<file path="config.mk">
export PLATFORM = sky130hd
export DESIGN_NAME = hif_pwr_ctrl
export DESIGN_NICKNAME = d
export VERILOG_FILES = /design/src/rtl/hif_pwr_pkg.sv /design/src/rtl/hif_req_decode.sv /design/src/rtl/hif_state_reg.sv /design/src/rtl/hif_access_gate.sv /design/src/rtl/hif_pwr_ctrl.sv
export SDC_FILE = /design/constraint.sdc
export NUM_CORES = 1
export LEC_CHECK = 0
export BUFFER_PORTS_ARGS = -buffer_cell sky130_fd_sc_hd__buf_2
export CORE_AREA = 2 2 39 41
export CTS_BUF_LIST = sky130_fd_sc_hd__clkbuf_8
export DETAILED_ROUTE_END_ITERATION = 8
export DIE_AREA = 0 0 41 43
export PLACE_DENSITY = 0.59
export SKIP_CTS_REPAIR_TIMING = 1
export SLEW_MARGIN = 5
export SYNTH_ARGS = -nofsm -noshare
export SYNTH_HDL_FRONTEND = slang
export SYNTH_SLANG_ARGS = --single-unit
</file>
<file path="constraint.sdc">
create_clock -name clk -period 1.75 [get_ports clk]
set_input_delay 0.0875 -clock clk [delete_from_list [all_inputs] [get_ports clk]]
set_output_delay 0.0875 -clock clk [all_outputs]
set_load 0.02 [all_outputs]
</file>
<file path="src/rtl/hif_pwr_pkg.sv">
package hif_pwr_pkg;
  localparam int unsigned ST_W = 3;

  typedef enum logic [ST_W-1:0] {
    ST_RESET = 3'd0,
    ST_READY = 3'd1,
    ST_M0    = 3'd2,
    ST_M1    = 3'd3,
    ST_M2    = 3'd4,
    ST_M3    = 3'd5
  } pwr_state_e;
endpackage

</file>
<file path="src/rtl/hif_req_decode.sv">
module hif_req_decode
  import hif_pwr_pkg::*;
(
  input  pwr_state_e      cur_st,
  input  logic            req_valid,
  input  logic [ST_W-1:0] req_code,
  input  logic            link_suspend,
  input  logic            init_ok,
  output pwr_state_e      nxt_st,
  output logic            err_set,
  output logic            err_clr
);
  logic rst_req;
  logic link_up_lvl;
  logic legal;

  assign rst_req     = req_valid && (req_code == ST_RESET);
  assign link_up_lvl = (cur_st == ST_M0) || (cur_st == ST_M1) || (cur_st == ST_M2);

  always_comb begin
    legal = 1'b0;
    unique case (req_code)
      ST_M0:   legal = ((cur_st == ST_READY) || (cur_st == ST_M1) || (cur_st == ST_M2) ||
                        (cur_st == ST_M3)) && !link_suspend;
      ST_M1:   legal = (cur_st == ST_M0);
      ST_M2:   legal = (cur_st == ST_M0) || (cur_st == ST_M1);
      ST_M3:   legal = link_up_lvl;
      default: legal = 1'b0;
    endcase
  end

  always_comb begin
    nxt_st  = cur_st;
    err_set = 1'b0;
    err_clr = 1'b0;
    if (rst_req) begin
      nxt_st  = ST_RESET;
      err_clr = 1'b1;
    end else if (link_suspend && link_up_lvl) begin
      nxt_st = ST_M3;
    end else begin
      if (req_valid) begin
        if (legal) nxt_st = pwr_state_e'(req_code);
        else       err_set = 1'b1;
      end
      if (cur_st == ST_RESET && init_ok) nxt_st = ST_READY;
    end
  end
endmodule

</file>
<file path="src/rtl/hif_state_reg.sv">
module hif_state_reg
  import hif_pwr_pkg::*;
(
  input  logic            clk,
  input  logic            rst_n,
  input  logic            init_done,
  input  logic            req_valid,
  input  logic [ST_W-1:0] req_code,
  input  logic            link_suspend,
  output pwr_state_e      state,
  output logic            err
);
  pwr_state_e nxt_st;
  logic       err_set;
  logic       err_clr;
  logic       init_blk;
  logic       init_ok;
  logic       rst_req;

  assign rst_req = req_valid && (req_code == ST_RESET);
  assign init_ok = init_done && !init_blk;

  hif_req_decode u_dec (
    .cur_st       (state),
    .req_valid    (req_valid),
    .req_code     (req_code),
    .link_suspend (link_suspend),
    .init_ok      (init_ok),
    .nxt_st       (nxt_st),
    .err_set      (err_set),
    .err_clr      (err_clr)
  );

  always_ff @(posedge clk or negedge rst_n) begin
    if (!rst_n) begin
      state    <= ST_RESET;
      err      <= 1'b0;
      init_blk <= 1'b0;
    end else begin
      state <= nxt_st;
      if (err_clr)      err <= 1'b0;
      else if (err_set) err <= 1'b1;
      if (rst_req)         init_blk <= 1'b1;
      else if (!init_done) init_blk <= 1'b0;
    end
  end

  // reset request always lands in reset with error cleared
  p_reset_req_r7: assert property (@(posedge clk) disable iff (!rst_n)
    rst_req |=> (state == ST_RESET) && !err);

  // link loss from a reachable level goes to M3
  p_link_m3_r8: assert property (@(posedge clk) disable iff (!rst_n)
    (link_suspend && !rst_req &&
     (state == ST_M0 || state == ST_M1 || state == ST_M2)) |=> (state == ST_M3));

  // reset can only be left towards ready
  p_reset_exit_r2: assert property (@(posedge clk) disable iff (!rst_n)
    (state == ST_RESET) |=> (state == ST_RESET || state == ST_READY));

  // error bit is sticky until a reset request
  p_err_sticky_r5: assert property (@(posedge clk) disable iff (!rst_n)
    (err && !rst_req) |=> err);

  // entering M0 needs an M0 request in the prior cycle
  p_m0_entry_r4: assert property (@(posedge clk) disable iff (!rst_n)
    (state != ST_M0) ##1 (state == ST_M0) |-> $past(req_valid && req_code == ST_M0));
endmodule

</file>
<file path="src/rtl/hif_access_gate.sv">
module hif_access_gate
  import hif_pwr_pkg::*;
(
  input  pwr_state_e state,
  output logic       reg_access_en,
  output logic       xfer_en
);
  assign reg_access_en = (state != ST_RESET);
  assign xfer_en       = (state == ST_M0);
endmodule

</file>
<file path="src/rtl/hif_pwr_ctrl.sv">
module hif_pwr_ctrl
  import hif_pwr_pkg::*;
(
  input  logic            clk,
  input  logic            rst_n,
  input  logic            init_done,
  input  logic            req_valid,
  input  logic [ST_W-1:0] req_code,
  input  logic            link_suspend,
  output logic [ST_W-1:0] state_code,
  output logic            reg_access_en,
  output logic            xfer_en,
  output logic            req_err
);
  pwr_state_e state;

  hif_state_reg u_st (
    .clk          (clk),
    .rst_n        (rst_n),
    .init_done    (init_done),
    .req_valid    (req_valid),
    .req_code     (req_code),
    .link_suspend (link_suspend),
    .state        (state),
    .err          (req_err)
  );

  hif_access_gate u_gate (
    .state         (state),
    .reg_access_en (reg_access_en),
    .xfer_en       (xfer_en)
  );

  assign state_code = state;

  // register access is closed whenever reset is reported
  p_access_r3: assert property (@(posedge clk) disable iff (!rst_n)
    (state_code == 3'd0) |-> !reg_access_en);
endmodule

</file>
==> results.sh, run 1 <==
export IMPL_synth_distinct_cells=25
export IMPL_status="complete, no violations"
export IMPL_fin_hold_ws_ns=0.09704
export IMPL_gp_congestion=0.7990
export IMPL_cap_violations=0
export IMPL_root_buffer="clkbuf_8"
export IMPL_critPathKind="reg2reg"
export IMPL_seq_area_frac_synth=0.3145
export IMPL_synth_top_flop_cell="dfrtp_1"
export IMPL_synth_adder_area_share=0
export IMPL_r2r_start="u_st.state[1]$_DFFE_PN0P_"
export IMPL_dieArea_um2=1763
export IMPL_r2r_end="u_st.state[1]$_DFFE_PN0P_"
export IMPL_syn_avg_cell_area_um2=9.253
export IMPL_n_antenna_cell=0
export IMPL_p_switching_uw=297.4
export IMPL_clock_skew_ns=0.006350
export IMPL_cts_made_buffers=3
export IMPL_start_util=0.2875
export IMPL_synth_top_family_by_area="simple AND/OR/NAND/NOR gates"
export IMPL_setup_viol=0
export IMPL_critPathMaxStageDelay_ns=0.48
export IMPL_grt_remaining_overflow=0
export IMPL_syn_inst=43
export IMPL_clock_latency_ns=0.22
export IMPL_syn_nets=51
export IMPL_placedCellCount=72
export IMPL_worstPathRequired_ns=1.86
export IMPL_setup_tns_ns=0
export IMPL_hold_end="u_st.init_blk$_DFFE_PN0P_"
export IMPL_drt_pass1_iterations=3
export IMPL_drc=0
export IMPL_r2r_setup_slack_ns=0.13
export IMPL_vias=388
export IMPL_crit_chain="or2b_2 > a21oi_1 > o31ai_2 > and3_4 > o21a_1"
export IMPL_fp_coreArea_um2=1384
export IMPL_critical_path_arrival_ns=1.73
export IMPL_synth_edf_count=0
export IMPL_start_kind="register"
export IMPL_pwr_share_seq=0.300
export IMPL_fin_crit_ns=1.620
export IMPL_io_buffers=13
export IMPL_final_cells=77
export IMPL_crit_fanout=9
export IMPL_switching_share=0.3956
export IMPL_max_vdd_ir_drop_mv=0.5979
export IMPL_antenna_left=0
export IMPL_placed_area_um2=488.0
export IMPL_static_leakage_power_nw=0.2480
export IMPL_layout_drive_gt1_share=0.4754
export IMPL_reg2regPathDepth=5
export IMPL_final_area_um2=544.3
export IMPL_cts_clk_slew_worst_paths_ns=0.04
export IMPL_grt_pass1_wl_um=1580
export IMPL_cts_tree="yes"
export IMPL_tightest_slew_ns=0.3684
export IMPL_clock_sinks=5
export IMPL_grtUsageTotal=0.1335
export IMPL_synth_compound_area_frac=0.1981
export IMPL_rsz0062_at_grt="false"
export IMPL_rows=14
export IMPL_area_growth_pct=36.79
export IMPL_ys_warn_count=0
export IMPL_synth_cell_area_um2=397.9
export IMPL_power_density_nw_per_um2=1381
export IMPL_fin_nets=70
export IMPL_drt_iter0_drc=3
export IMPL_cts_buffer_depth=2
export IMPL_antenna_found_initial=0
export IMPL_grt_pass1_vias=365
export IMPL_io_pins=14
export IMPL_totalWireLength_um=992
export IMPL_wl_per_cell_um=12.88
export IMPL_power_share_combinational=0.421
export IMPL_setup_worst_path_start="u_st.state[1]$_DFFE_PN0P_"
export IMPL_ys_ff_latch=5
export IMPL_clkPwrFrac=0.279
export IMPL_slew_limit_headroom=0.7529
export IMPL_htreeDepth=1
export IMPL_synth_simple_area_share=0.4340
export IMPL_hold_depth=3
export IMPL_hold_path_class="in2reg"
export IMPL_drv_slew=0
export IMPL_clock_fmax_ghz=0.6173
export IMPL_muxShareOfSynthArea=0.02516
export IMPL_dp_hpwl_um=777.8
export IMPL_vias_per_cell=5.039
export IMPL_synthXorXnorAreaFrac=0
export IMPL_die_x_um=41
export IMPL_crit_slowest_cell="dfrtp_1"
export IMPL_cp_buffers_inverters=0
export IMPL_hold_viol_final=0
export IMPL_crit_cells=5
export IMPL_internal_power_uw=454.5
export IMPL_die_h_um=43
export IMPL_async_flop_share=1.000
export IMPL_fin_crit_sh=0.9257
export IMPL_grt_max_degree=12
export IMPL_cp_top_family="simple AND/OR/NAND/NOR gates"
export IMPL_hold_start="init_done"
export IMPL_endpoint_kind="register"
==> worst register-to-register path: cells and delay by family, from the launching register on <==
family / cells / cell delay [ns]
DFF: 1 / 0.48
and+or+nand+nor: 2 / 0.53
AOI/OAI and AO/OA: 3 / 0.50
==> cells by family (layout without fill, tap and decap cells) <==
group | count (synthesis) | count (layout)
flops | 5 | 5
compound gates | 11 | 11
buf+inv | 2 | 20
mux | 1 | 1
simple gates | 24 | 24
==> cell type report <==
class	instances	area, um2
multi-input combinational	36	266.5
timing repair buffer	15	82.58
tap	16	20.02
sequential	5	126.4
clock buffer	3	41.29
fill	139	839.6
inverter	1	3.754
clock inverter	1	3.754
==> metrics by stage <==
step | total power, mW | worst slack [ns] | utilization
after global routing | 0.8079 | 0.006893 | 0.3933
after global placement | 0.5372 | 0.1564 | 0.3526
final | 0.7519 | 0.1300 | 0.3933
after CTS | 0.7555 | 0.1090 | 0.3852
after floorplan | 0.4361 | 0.005382 | -
after detailed placement | 0.5412 | 0.1090 | 0.3526
==> how the worst max path moves through the flow <==
stage                                 to  slack [ns]
2_1_floorplan  u_st.state[1]$_DFFE_PN0P_       0.005
3_3_place_gp   u_st.state[1]$_DFFE_PN0P_        0.16
3_5_place_dp   u_st.state[1]$_DFFE_PN0P_        0.11
4_1_cts        u_st.state[1]$_DFFE_PN0P_        0.11
5_1_grt        u_st.state[0]$_DFFE_PN0P_       0.007
6_report       u_st.state[1]$_DFFE_PN0P_        0.13
==> placed cells by master, fill, tap and decap left out <==
| cell | count |
|---|---|
| nor2_1 | 3 |
| nand4_1 | 1 |
| buf_4 | 1 |
| buf_2 | 13 |
| dfrtp_2 | 1 |
| dlygate4sd3_1 | 1 |
| o21ai_0 | 2 |
| nand4bb_2 | 1 |
| nor3b_1 | 1 |
| and3b_2 | 1 |
| mux2i_1 | 1 |
| or2b_2 | 3 |
| or4b_4 | 1 |
| a21boi_0 | 1 |
| dfrtp_1 | 4 |
| a31oi_1 | 1 |
| o31ai_2 | 1 |
| inv_1 | 2 |
| nor3_1 | 3 |
| clkbuf_8 | 3 |
| a21oi_1 | 4 |
| and2_1 | 1 |
| nor3b_2 | 2 |
| o2bb2ai_2 | 1 |
| or3_1 | 1 |
| nand2_1 | 4 |
| and3_4 | 1 |
| and2b_1 | 1 |
| o21a_1 | 1 |
==> routing by layer <==
layer / GRT usage / vias up / part of all wire
met5: 0 / - / 0
met4: 0 / 0 / 0
met3: 0.06283 / 0 / 0.077
met2: 0.2063 / 14 / 0.46
met1: 0.1776 / 181 / 0.47
li1: - / 193 / -
==> registers in the layout, indices dropped and copies added, names as in the netlist <==
| signal | flops |
|---|---|
| u_st.init_blk | 1 |
| u_st.state | 3 |
| u_st.err | 1 |
==> power by group through the flow <==
stage	combinational [mW]	clock [mW]	sequential, mW
floorplan	0.208	0	0.228
CTS	0.317	0.216	0.223
finish	0.316	0.210	0.226
detailed placement	0.315	0	0.226
global route	0.348	0.223	0.237
global placement	0.316	0	0.221
==> synthesized netlist by cell type (2+ instances only) <==
cell     n  area [um2]
nand2_1  4       15.01
nor2_1   3       11.26
dfrtp_1  5       125.1
nor3b_1  2       15.01
or2b_2   3       26.28
o21ai_0  2       10.01
a21oi_1  4       20.02
nor3_1   3       15.01
Note: power is estimated with default switching activity, not from simulation.
==> run 2, diff against run 1 <==
--- a/config.mk
+++ b/config.mk
@@ -5,12 +5,12 @@
 export SDC_FILE = /design/constraint.sdc
 export NUM_CORES = 1
 export LEC_CHECK = 0
-export BUFFER_PORTS_ARGS = -buffer_cell sky130_fd_sc_hd__buf_2
 export CORE_AREA = 2 2 39 41
 export CTS_BUF_LIST = sky130_fd_sc_hd__clkbuf_8
 export DETAILED_ROUTE_END_ITERATION = 8
 export DIE_AREA = 0 0 41 43
-export PLACE_DENSITY = 0.59
+export DONT_BUFFER_PORTS = 1
+export PLACE_DENSITY = 0.5
 export SKIP_CTS_REPAIR_TIMING = 1
 export SLEW_MARGIN = 5
 export SYNTH_ARGS = -nofsm -noshare
==> results.sh, run 2 (synthesized netlist as in run 1, its figures left out) <==
export IMPL_area_growth_pct=25.79
export IMPL_start_util=0.2875
export IMPL_drv_slew=0
export IMPL_grt_pass1_wl_um=1449
export IMPL_critical_path_arrival_ns=1.70
export IMPL_post_route_util=0.3617
export IMPL_rsz0062_at_grt="false"
export IMPL_tightest_slew_ns=0.3552
export IMPL_setup_tns_ns=0
export IMPL_wl_met1_um=399
export IMPL_status="finished with violations"
export IMPL_cap_violations=0
export IMPL_placed_area_um2=445.4
export IMPL_drc=0
export IMPL_layout_drive_gt1_share=0.3529
export IMPL_fin_crit_sh=0.9150
export IMPL_n_fill_cell=147
export IMPL_vias_per_cell=5.149
export IMPL_totalWireLength_um=873
export IMPL_cts_clk_slew_worst_paths_ns=0.03
export IMPL_wl_per_cell_um=13.03
export IMPL_final_area_um2=500.5
export IMPL_dr_wl_met3_um=74
export IMPL_antenna_found_initial=0
export IMPL_cts_tree="yes"
export IMPL_worstPathRequired_ns=1.85
export IMPL_cts_buffer_depth=2
export IMPL_root_buffer="clkbuf_8"
export IMPL_io_pins=14
export IMPL_fin_hold_ws_ns=-0.003212
export IMPL_placedCellCount=62
export IMPL_dieArea_um2=1763
export IMPL_failed_checks="negative hold slack"
export IMPL_crit_fanout=6
export IMPL_max_vdd_ir_drop_mv=0.8447
export IMPL_setup_viol=0
export IMPL_grt_pass1_vias=332
export IMPL_endpoint_kind="register"
export IMPL_n_antenna_cell=0
export IMPL_fp_coreArea_um2=1384
export IMPL_layout_commonest_cell="dfrtp_1"
export IMPL_fin_total_pwr_uw=713.9
export IMPL_hold_viol_final=1
export IMPL_grt_remaining_overflow=0
export IMPL_dr_wl_met2_um=399
export IMPL_maxUsedRoutingLayer="met3"
export IMPL_vias=345
export IMPL_cts_made_buffers=3
export IMPL_fin_nets=60
export IMPL_fin_crit_ns=1.601
export IMPL_die_x_um=41
export IMPL_rows=14
export IMPL_max_flop_register="u_st.state"
export IMPL_hold_path_class="in2reg"
export IMPL_die_h_um=43
export IMPL_reg_largest_list="u_st.state (3), u_st.err (1), u_st.init_blk (1)"
export IMPL_static_leakage_power_nw=0.2131
export IMPL_grt_max_degree=7
export IMPL_clock_fmax_ghz=0.6245
export IMPL_antenna_left=0
export IMPL_io_buffers=0
export IMPL_critPathKind="reg2reg"
export IMPL_gp_congestion=0.7509
export IMPL_final_cells=67
export IMPL_clock_sinks=5
export IMPL_largest_register_ffs=3
export IMPL_clock_latency_ns=0.22
export IMPL_dp_hpwl_um=705.7
export IMPL_start_kind="register"
export IMPL_grtUsageTotal=0.1235
export IMPL_drt_pass1_iterations=4
export IMPL_power_density_nw_per_um2=1426
export IMPL_slew_limit_headroom=0.7617
export IMPL_drt_iter0_drc=10
export IMPL_final_cell_mix="dfrtp_1, a21oi_1, nand2_1, buf_4"
export IMPL_htreeDepth=1
export IMPL_clock_skew_ns=0.001328
[run 2: changes by cell type in the layout (fill, tap and decap cells not counted)]
cell	previous run	this run
buf_2	13	0
buf_4	1	4
dfrtp_1	4	5
dfrtp_2	1	0
[run 2: worst paths after layout]
path | to | cells after the start | slack, ns | startpoint
min in group asynchronous | u_st.state[2]$_DFFE_PN0P_ | 1 | 0.15 | rst_n
worst min register to register | u_st.init_blk$_DFFE_PN0P_ | 2 | 0.47 | u_st.init_blk$_DFFE_PN0P_
worst max register to register | u_st.state[1]$_DFFE_PN0P_ | 5 | 0.15 | u_st.state[2]$_DFFE_PN0P_
worst min-delay path | u_st.init_blk$_DFFE_PN0P_ | 2 | -0.003 | init_done
max in group asynchronous | u_st.init_blk$_DFFE_PN0P_ | 1 | 1.41 | rst_n
worst max-delay path | u_st.state[1]$_DFFE_PN0P_ | 5 | 0.15 | u_st.state[2]$_DFFE_PN0P_
[run 2: metal layers]
layer / vias to the layer above / GRT usage
met3: 0 / 0.03141
met4: 0 / 0.08000
li1: 172 / -
met1: 159 / 0.1815
met2: 14 / 0.1531
met5: - / 0
[run 2: layout make-up]
cell class / count / area (um2) / area share
clock buffers: 3 / 41.29 / 0.08250
clock inverters: 1 / 3.754 / 0.007500
inverters: 1 / 3.754 / 0.007500
multi-input cells: 36 / 266.5 / 0.5325
flip-flops and latches: 5 / 125.1 / 0.2500
well taps: 16 / 20.02 / 0.04000
repair buffers: 5 / 40.04 / 0.08000
[run 2: power by group]
| group | switching (mW) | leakage [nW] | internal [mW] |
|---|---|---|---|
| combinational | 0.167 | 0.127 | 0.142 |
| sequential | 0.0530 | 0.0593 | 0.151 |
| clock | 0.0505 | 0.0269 | 0.150 |
| total | 0.271 | 0.213 | 0.443 |
[run 2: through the flow]
step | setup WS [ns] | hold slack, ns
after floorplan | 0.005382 | -0.2081
after global placement | 0.1884 | -0.2080
after detailed placement | 0.1502 | -0.2080
after CTS | 0.1447 | -0.4394
after global routing | 0.03627 | 0.0004319
final | 0.1488 | -0.003212
[run 2: critical path, cell delays in order, from the launching register on]
cell	delay [ns]
dfrtp_1	0.45
or2b_2	0.33
a21oi_1	0.21
o31ai_2	0.14
and3_4	0.19
o21a_1	0.16
==> run 3, diff against run 2 <==
--- a/config.mk
+++ b/config.mk
@@ -6,7 +6,6 @@
 export NUM_CORES = 1
 export LEC_CHECK = 0
 export CORE_AREA = 2 2 39 41
-export CTS_BUF_LIST = sky130_fd_sc_hd__clkbuf_8
 export DETAILED_ROUTE_END_ITERATION = 8
 export DIE_AREA = 0 0 41 43
 export DONT_BUFFER_PORTS = 1
==> results.sh, run 3 (synthesized netlist as in run 1, its figures left out) <==
export IMPL_status="finished with violations"
export IMPL_failed_checks="negative hold slack"
export IMPL_critPathMaxStageDelay_ns=0.45
export IMPL_worstPathRequired_ns=1.87
export IMPL_endpoint_kind="register"
export IMPL_dr_wl_met2_um=401
export IMPL_placed_area_um2=445.4
export IMPL_max_flop_register="u_st.state"
export IMPL_cts_buffer_depth=2
export IMPL_io_buffers=0
export IMPL_setup_tns_ns=0
export IMPL_die_x_um=41
export IMPL_fin_hold_ws_ns=-0.002704
export IMPL_worst_slack_ns=0.1470
export IMPL_n_antenna_cell=0
export IMPL_cap_violations=0
export IMPL_crit_chain="or2b_2 > a21oi_1 > o31ai_2 > and3_4 > o21a_1"
export IMPL_drv_slew=0
export IMPL_antenna_found_initial=0
export IMPL_hold_path_class="in2reg"
export IMPL_clock_fmax_ghz=0.6238
export IMPL_vias_per_cell=5.176
export IMPL_cts_clk_slew_worst_paths_ns=0.04
export IMPL_crit_fanout=6
export IMPL_hold_viol_final=1
export IMPL_tightest_slew_ns=0.3552
export IMPL_layout_drive_gt1_share=0.3462
export IMPL_placedCellCount=62
export IMPL_crit_slowest_cell="dfrtp_1"
export IMPL_reg_largest_list="u_st.state (3), u_st.err (1), u_st.init_blk (1)"
export IMPL_root_buffer="clkbuf_4"
export IMPL_critical_path_arrival_ns=1.72
export IMPL_rsz0062_at_grt="false"
export IMPL_drt_pass1_iterations=4
export IMPL_final_area_um2=491.7
export IMPL_clock_sinks=5
export IMPL_gp_congestion=0.7509
export IMPL_dieArea_um2=1763
export IMPL_fin_crit_ns=1.603
export IMPL_totalWireLength_um=873
export IMPL_rows=14
export IMPL_die_h_um=43
export IMPL_fin_nets=61
export IMPL_vias=352
export IMPL_static_leakage_power_nw=0.2054
export IMPL_layout_commonest_cell="dfrtp_1"
export IMPL_drc=0
export IMPL_clock_latency_ns=0.23
export IMPL_place_ws_ns=0.1502
export IMPL_io_pins=14
export IMPL_htreeDepth=1
export IMPL_grt_remaining_overflow=0
export IMPL_cts_tree="yes"
export IMPL_dp_hpwl_um=705.7
export IMPL_slew_limit_headroom=0.7617
export IMPL_power_density_nw_per_um2=1307
export IMPL_start_util=0.2875
export IMPL_drt_iter0_drc=11
export IMPL_area_growth_pct=23.58
export IMPL_grt_max_degree=7
export IMPL_grtUsageTotal=0.1235
export IMPL_dr_wl_met3_um=75
export IMPL_grt_pass1_wl_um=1449
export IMPL_start_kind="register"
export IMPL_cp_buffers_inverters=0
export IMPL_maxUsedRoutingLayer="met3"
export IMPL_fin_crit_sh=0.9160
export IMPL_fp_coreArea_um2=1384
export IMPL_grt_pass1_vias=337
export IMPL_critPathKind="reg2reg"
export IMPL_cts_made_buffers=3
export IMPL_final_cells=68
export IMPL_setup_viol=0
export IMPL_clock_skew_ns=0.002023
export IMPL_max_vdd_ir_drop_mv=0.7190
export IMPL_final_cell_mix="dfrtp_1, a21oi_1, nand2_1, buf_4"
export IMPL_antenna_left=0
export IMPL_wl_per_cell_um=12.84
export IMPL_wl_met1_um=396
export IMPL_cp_top_family="simple AND/OR/NAND/NOR gates"
export IMPL_largest_register_ffs=3
[run 3: changes by cell type in the layout (fill, tap and decap cells not counted), sizes merged]
cell / before / now
clkbuf: 3 / 4
dlygate4sd3: 1 / 2
inv: 2 / 1
[run 3: worst paths after layout]
check	startpoint	endpoint	slack, ns	cells past startpoint
max	u_st.state[2]$_DFFE_PN0P_	u_st.state[1]$_DFFE_PN0P_	0.15	5
min	req_valid	u_st.init_blk$_DFFE_PN0P_	-0.003	2
max reg2reg	u_st.state[2]$_DFFE_PN0P_	u_st.state[1]$_DFFE_PN0P_	0.15	5
min reg2reg	u_st.init_blk$_DFFE_PN0P_	u_st.init_blk$_DFFE_PN0P_	0.47	2
max in group asynchronous	rst_n	u_st.init_blk$_DFFE_PN0P_	1.43	1
min in group asynchronous	rst_n	u_st.err$_DFFE_PN0P_	0.13	1
[run 3: layout make-up]
class	count	area (um2)
inverter	1	3.754
timing repair buffer	6	50.05
multi-input combinational	36	266.5
clock buffer	4	26.28
sequential	5	125.1
tap	16	20.02
fill	149	892.1
[run 3: stage by stage]
stage,hold WS (ns),utilization,power (mW)
after floorplan,-0.2081,-,0.4361
after global placement,-0.2080,0.3219,0.5151
after detailed placement,-0.2080,0.3219,0.5128
after CTS,-0.4652,0.3409,0.6476
after global routing,0.006335,0.3553,0.6988
final,-0.002704,0.3553,0.6428
[run 3: layer usage]
metal,GRT usage,vias up
li1,-,176
met1,0.1815,162
met2,0.1531,14
met3,0.03141,0
met4,0.08000,0
met5,0,-
[run 3: where the power goes]
part	internal (mW)	total, mW	leakage (nW)	switching (mW)
clock network	0.0858	0.127	0.0150	0.0414
logic	0.144	0.312	0.131	0.168
registers	0.150	0.203	0.0593	0.0530
total	0.380	0.643	0.205	0.263
